[src/rtl/irq_split_ctrl.sv]
module irq_split_ctrl #(
  parameter int          NSRC       = 14,
  parameter int          ADDR_W     = 8,
  parameter int          DATA_W     = 32,
  parameter logic [13:0] LEVEL_MASK = 14'h021F,
  parameter logic [13:0] IRQ_MASK   = 14'h1FBF,
  parameter logic [13:0] FIQ_MASK   = 14'h2040
) (
  input  logic              clk,
  input  logic              rst_n,
  input  logic [NSRC-1:0]   src_i,
  input  logic              we_i,
  input  logic [ADDR_W-1:0] addr_i,
  input  logic [DATA_W-1:0] wdata_i,
  output logic [DATA_W-1:0] rdata_o,
  output logic              irq_o,
  output logic              fiq_o
);
  localparam logic [ADDR_W-1:0] OFF_HOLD = ADDR_W'(8'h00);
  localparam logic [ADDR_W-1:0] OFF_STAT = ADDR_W'(8'h04);
  localparam logic [ADDR_W-1:0] OFF_ENA  = ADDR_W'(8'h08);
  localparam logic [ADDR_W-1:0] OFF_DIS  = ADDR_W'(8'h0C);
  localparam logic [ADDR_W-1:0] OFF_ACK  = ADDR_W'(8'h10);
  localparam logic [NSRC-1:0]   LVL = NSRC'(LEVEL_MASK);
  localparam logic [NSRC-1:0]   IRM = NSRC'(IRQ_MASK);
  localparam logic [NSRC-1:0]   FQM = NSRC'(FIQ_MASK);

  logic [NSRC-1:0] src_q, hold_q, status_q, en_q;
  logic [NSRC-1:0] hold_n, status_n, en_n;
  logic [NSRC-1:0] rise, fall, wbits, ack, set_en, clr_en;
  logic            irq_q, fiq_q;

  assign rise   = src_i & ~src_q;
  assign fall   = ~src_i & src_q;
  assign wbits  = wdata_i[NSRC-1:0];
  assign ack    = (we_i && addr_i == OFF_ACK) ? wbits : '0;
  assign set_en = (we_i && addr_i == OFF_ENA) ? wbits : '0;
  assign clr_en = (we_i && addr_i == OFF_DIS) ? wbits : '0;

  assign hold_n   = (hold_q   & ~fall & ~ack) | (rise & ~LVL);
  assign status_n = (status_q & ~fall & ~ack) | (rise &  LVL);
  assign en_n     = (en_q | set_en) & ~clr_en;

  always_ff @(posedge clk) begin
    if (!rst_n) begin
      src_q    <= '0;
      hold_q   <= '0;
      status_q <= '0;
      en_q     <= '0;
      irq_q    <= 1'b0;
      fiq_q    <= 1'b0;
    end else begin
      src_q    <= src_i;
      hold_q   <= hold_n;
      status_q <= status_n;
      en_q     <= en_n;
      irq_q    <= |(hold_n & en_n & IRM);
      fiq_q    <= |(hold_n & en_n & FQM);
    end
  end

  always_comb begin
    rdata_o = '0;
    case (addr_i)
      OFF_HOLD: rdata_o = DATA_W'(hold_q);
      OFF_STAT: rdata_o = DATA_W'(status_q);
      OFF_ENA:  rdata_o = DATA_W'(en_q);
      default:  rdata_o = '0;
    endcase
  end

  assign irq_o = irq_q;
  assign fiq_o = fiq_q;

  AST_LEVEL_NOT_HELD: assert property (@(posedge clk) disable iff (!rst_n)
    ((hold_q & LVL) == '0));
  AST_IRQ_MATCH: assert property (@(posedge clk) disable iff (!rst_n)
    $past(rst_n) |-> (irq_o == |(hold_q & en_q & IRM)));
  AST_FIQ_MATCH: assert property (@(posedge clk) disable iff (!rst_n)
    $past(rst_n) |-> (fiq_o == |(hold_q & en_q & FQM)));
  AST_LOW_SRC_CLEAR: assert property (@(posedge clk) disable iff (!rst_n)
    (((hold_q | status_q) & ~src_q) == '0));
  AST_ENABLE_SET: assert property (@(posedge clk) disable iff (!rst_n)
    (we_i && addr_i == OFF_ENA) |=> ((en_q & $past(wbits)) == $past(wbits)));
  AST_ACK_CLEARS: assert property (@(posedge clk) disable iff (!rst_n)
    (we_i && addr_i == OFF_ACK && rise == '0) |=>
      (((hold_q | status_q) & $past(wbits)) == '0));
  AST_RO_WRITE: assert property (@(posedge clk) disable iff (!rst_n)
    (we_i && (addr_i == OFF_HOLD || addr_i == OFF_STAT) && src_i == src_q) |=>
      ($stable(hold_q) && $stable(status_q)));
endmodule

[config.mk]
export PLATFORM = sky130hd
export DESIGN_NAME = irq_split_ctrl
export DESIGN_NICKNAME = d
export VERILOG_FILES = /design/src/rtl/irq_split_ctrl.sv
export SDC_FILE = /design/constraint.sdc
export NUM_CORES = 1
export LEC_CHECK = 0
export CAP_MARGIN = 0
export CORE_ASPECT_RATIO = 1.2
export CORE_MARGIN = 3
export CORE_UTILIZATION = 41
export CTS_BUF_LIST = sky130_fd_sc_hd__clkbuf_16
export CTS_CLUSTER_DIAMETER = 100
export DETAILED_ROUTE_END_ITERATION = 8
export GPL_TIMING_DRIVEN = 0
export MAX_ROUTING_LAYER = met4
export PLACE_DENSITY = 0.76
export SETUP_SLACK_MARGIN = 0.02
export SYNTH_ARGS = -nofsm -noshare
export SYNTH_HDL_FRONTEND = slang
export SYNTH_SLANG_ARGS = --single-unit
export TNS_END_PERCENT = 10
[constraint.sdc]
create_clock -name clk -period 2 [get_ports clk]
set_input_delay 0.2 -clock clk [delete_from_list [all_inputs] [get_ports clk]]
set_output_delay 0.2 -clock clk [all_outputs]
set_load 0.02 [all_outputs]
==> out/metrics.csv, run 1 <==
stage,metric,value,unit
global_routing,antenna_found_initial,0,
logic_synthesis,synth_edf_count,0,
sta,min_period,1950,ps
drt,drc,0,
cts,root_buffer,clkbuf_16,
sta,tightestPinTransition,543,ps
logic_synthesis,synth_ff_type,dfxtp_1,
floorplan,die_w,79.5,um
cts,postCtsHoldBufs,0,
floorplan,die_area,7480,um2
global_routing,grtUsageMet1,23.3,%
sta,rsz0062_at_grt,yes,
cts,cts_tree,yes,
drt,vias,2599,
drt,wl_per_cell,16.2,um
finish,nets,455,
power,powerDensity,802,nW/um2
sta,relSlewSlack,63.8,%
critical_path,critPathRequiredTime,2210,ps
sta,maxSlewViolCount,0,
critical_path,critPathKind,in -> reg,
global_routing,grt_overflow_total,0,
cts,cts_sinks,58,
logic_synthesis,ys_warn_count,0,
drt,antenna_left,0,
floorplan,rows,31,
drt,routed_via_density,5.36,
global_routing,met3_usage,4.89,%
place,io_buffers,53,
critical_path,cp-start-kind,input pin,
cts,path_clk_slew,50,ps
hold_path,min_path_type,in -> reg,
finish,area_growth,46.1,%
floorplan,coreArea,6170,um2
finish,fill_cells,513,
logic_synthesis,avgSynthCellArea,9.03,um2
logic_synthesis,syn_area,2660,um2
floorplan,start_util,43.1,%
critical_path,critPathCaptureType,flip-flop,
logic_synthesis,ys_seq_area_share,43.7,%
logic_synthesis,synth-seq-cells,58,
logic_synthesis,synthArstFlopShare,0,%
global_routing,grt_pass1_wl,12000,um
drt,dr.pass1.iters,7,
global_routing,grt_max_degree,11,
logic_synthesis,synthDistinctLibCells,43,
cts,clk_latency,330,ps
power,irDropWorstVdd,530,uV
critical_path,arrival,2160,ps
finish,final_common_cell,dfxtp_1,
cts,cts_buffer_depth,2,
drt,wl,7840,um
place,gp_congestion,0.818,
finish,layout_common_cells,"58 x dfxtp_1, 41 x buf_4, 31 x clkdlybuf4s50_1",
global_routing,grt_pass1_vias,2548,
power,p_leak,1.79,nW
place,post-place-ws,-1530,ps
floorplan,pin_count,91,
critical_path,timing.critical_path.fanout_max,6,
sta,setup_slack,46.1,ps
sta,finalCritPeriodShare,97.7,%
cts,htreeDepth,3,
finish,drive_gt1_share,25.6,%
sta,setup_viol,0,
global_routing,met2_usage,36.6,%
finish,design_area,3880,um2
logic_synthesis,synth_cells,294,
floorplan,die_h,94.2,um
drt,dr.first_iter.drc_count,220,
place,place_area,3370,um2
run_status,status,"finished, final reports clean",
cts,cts_buffers,9,
sta,hold_viol,0,
finish,diodes,0,
sta,skew,3.58,ps
sta,max_freq,512,MHz
global_routing,grt_usage,21.8,%
job,maxCapViolations,0,
global_routing,top_usage_layer,met2,
place,dpl.hpwl,5000,um
[layer usage]
metal | up-vias | part of all wire [%]
li1 | 1211 | -
met1 | 1224 | 38
met2 | 138 | 51
met3 | 26 | 7.8
met4 | 0 | 3.1
met5 | - | 0
[final timing paths]
path	start	cells after the start	end	slack (ps)
max	addr_i[4]	9	irq_o	50
min	addr_i[2]	2	en_q[12]	180
max reg2reg	src_q[10]	6	irq_o	430
min reg2reg	hold_q[4]	2	hold_q[4]	460
[cell usage after synthesis (2+ instances only)]
library cell | count | area share [%]
dfxtp_1 | 58 | 44
nor4b_4 | 2 | 1.8
a311oi_1 | 3 | 0.99
nor2b_1 | 17 | 4.0
a41oi_1 | 2 | 0.66
o21ai_0 | 3 | 0.57
nor3_1 | 3 | 0.57
nor2_1 | 19 | 2.7
buf_4 | 18 | 5.1
nand2b_1 | 11 | 2.6
clkbuf_1 | 9 | 1.3
mux2i_1 | 4 | 1.5
a22o_1 | 2 | 0.66
and4_1 | 2 | 0.66
a21oi_1 | 20 | 3.8
a222oi_1 | 14 | 5.3
nand2_1 | 16 | 2.3
nand3_1 | 14 | 2.6
inv_1 | 17 | 2.4
and2_1 | 25 | 5.9
a211oi_1 | 2 | 0.57
and3_1 | 10 | 2.4
a31oi_1 | 2 | 0.47
mux2_2 | 2 | 0.85
[critical path, cell delays in order]
cell and delay (ps):
buf_2 180, nor4b_4 320, buf_4 200, and2_4 140, buf_6 100, nand2_2 60
mux2_4 310, a32o_1 220, o41a_1 430
[what timing repair did]
item | CTS | global route
setup buffers | 15 | 9
pin swaps | 8 | 7
gates resized for setup | 79 | 30
setup endpoints to repair | 25 | 15
[layout make-up]
class                   instances  area (um2)  share of cell area, %
clock inverters                 7        85.1                   2.19
repair buffers                 77         639                   16.5
clock buffers                   9         225                   5.80
well taps                      82         103                   2.64
flip-flops and latches         58        1160                   29.9
plain buffers                  29         234                   6.03
multi-input cells             206        1370                   35.3
inverters                      17        63.8                   1.64
[state kept, by name, indices dropped and copies added, names as in the netlist]
register	flops
hold_q	14
fiq_o	1
status_q	14
irq_o	1
en_q	14
src_q	14
[where the power goes]
group / internal [mW] / switching (mW)
Clock: 1.07 / 0.529
Sequential: 1.20 / 0.0200
Combinational: 0.142 / 0.149
Total: 2.41 / 0.698
[metrics by stage]
step	hold WS (ps)	util, %	cells	total power, mW	setup TNS (ps)
2_1_floorplan	294	-	311	1.38	0
5_1_grt	189	62.9	485	3.19	0
3_5_place_dp	453	54.6	446	1.51	-27270
3_3_place_gp	443	54.6	446	1.50	-26950
4_1_cts	166	62.8	476	3.11	-15.2
6_report	179	62.9	485	3.11	0
[cells by family (layout without fill, tap and decap cells)]
kind of cell | count (synthesis) | count (layout) | share of synthesized area, %
and+or+nand+nor | 126 | 126 | 27.7
buffers and inverters | 47 | 139 | 9.90
other | 1 | 18 | 0.141
DFF | 58 | 58 | 43.7
muxes | 8 | 8 | 3.35
AOI/OAI and AO/OA | 54 | 54 | 15.2
Power figures use the tool's default switching activity.
==> inputs of run 2 (changes only) <==
- HOLD_SLACK_MARGIN: not set -> 0.15
==> results of run 2 <==
Same layout as run 1: the final DEF is identical, and so are final timing and power.
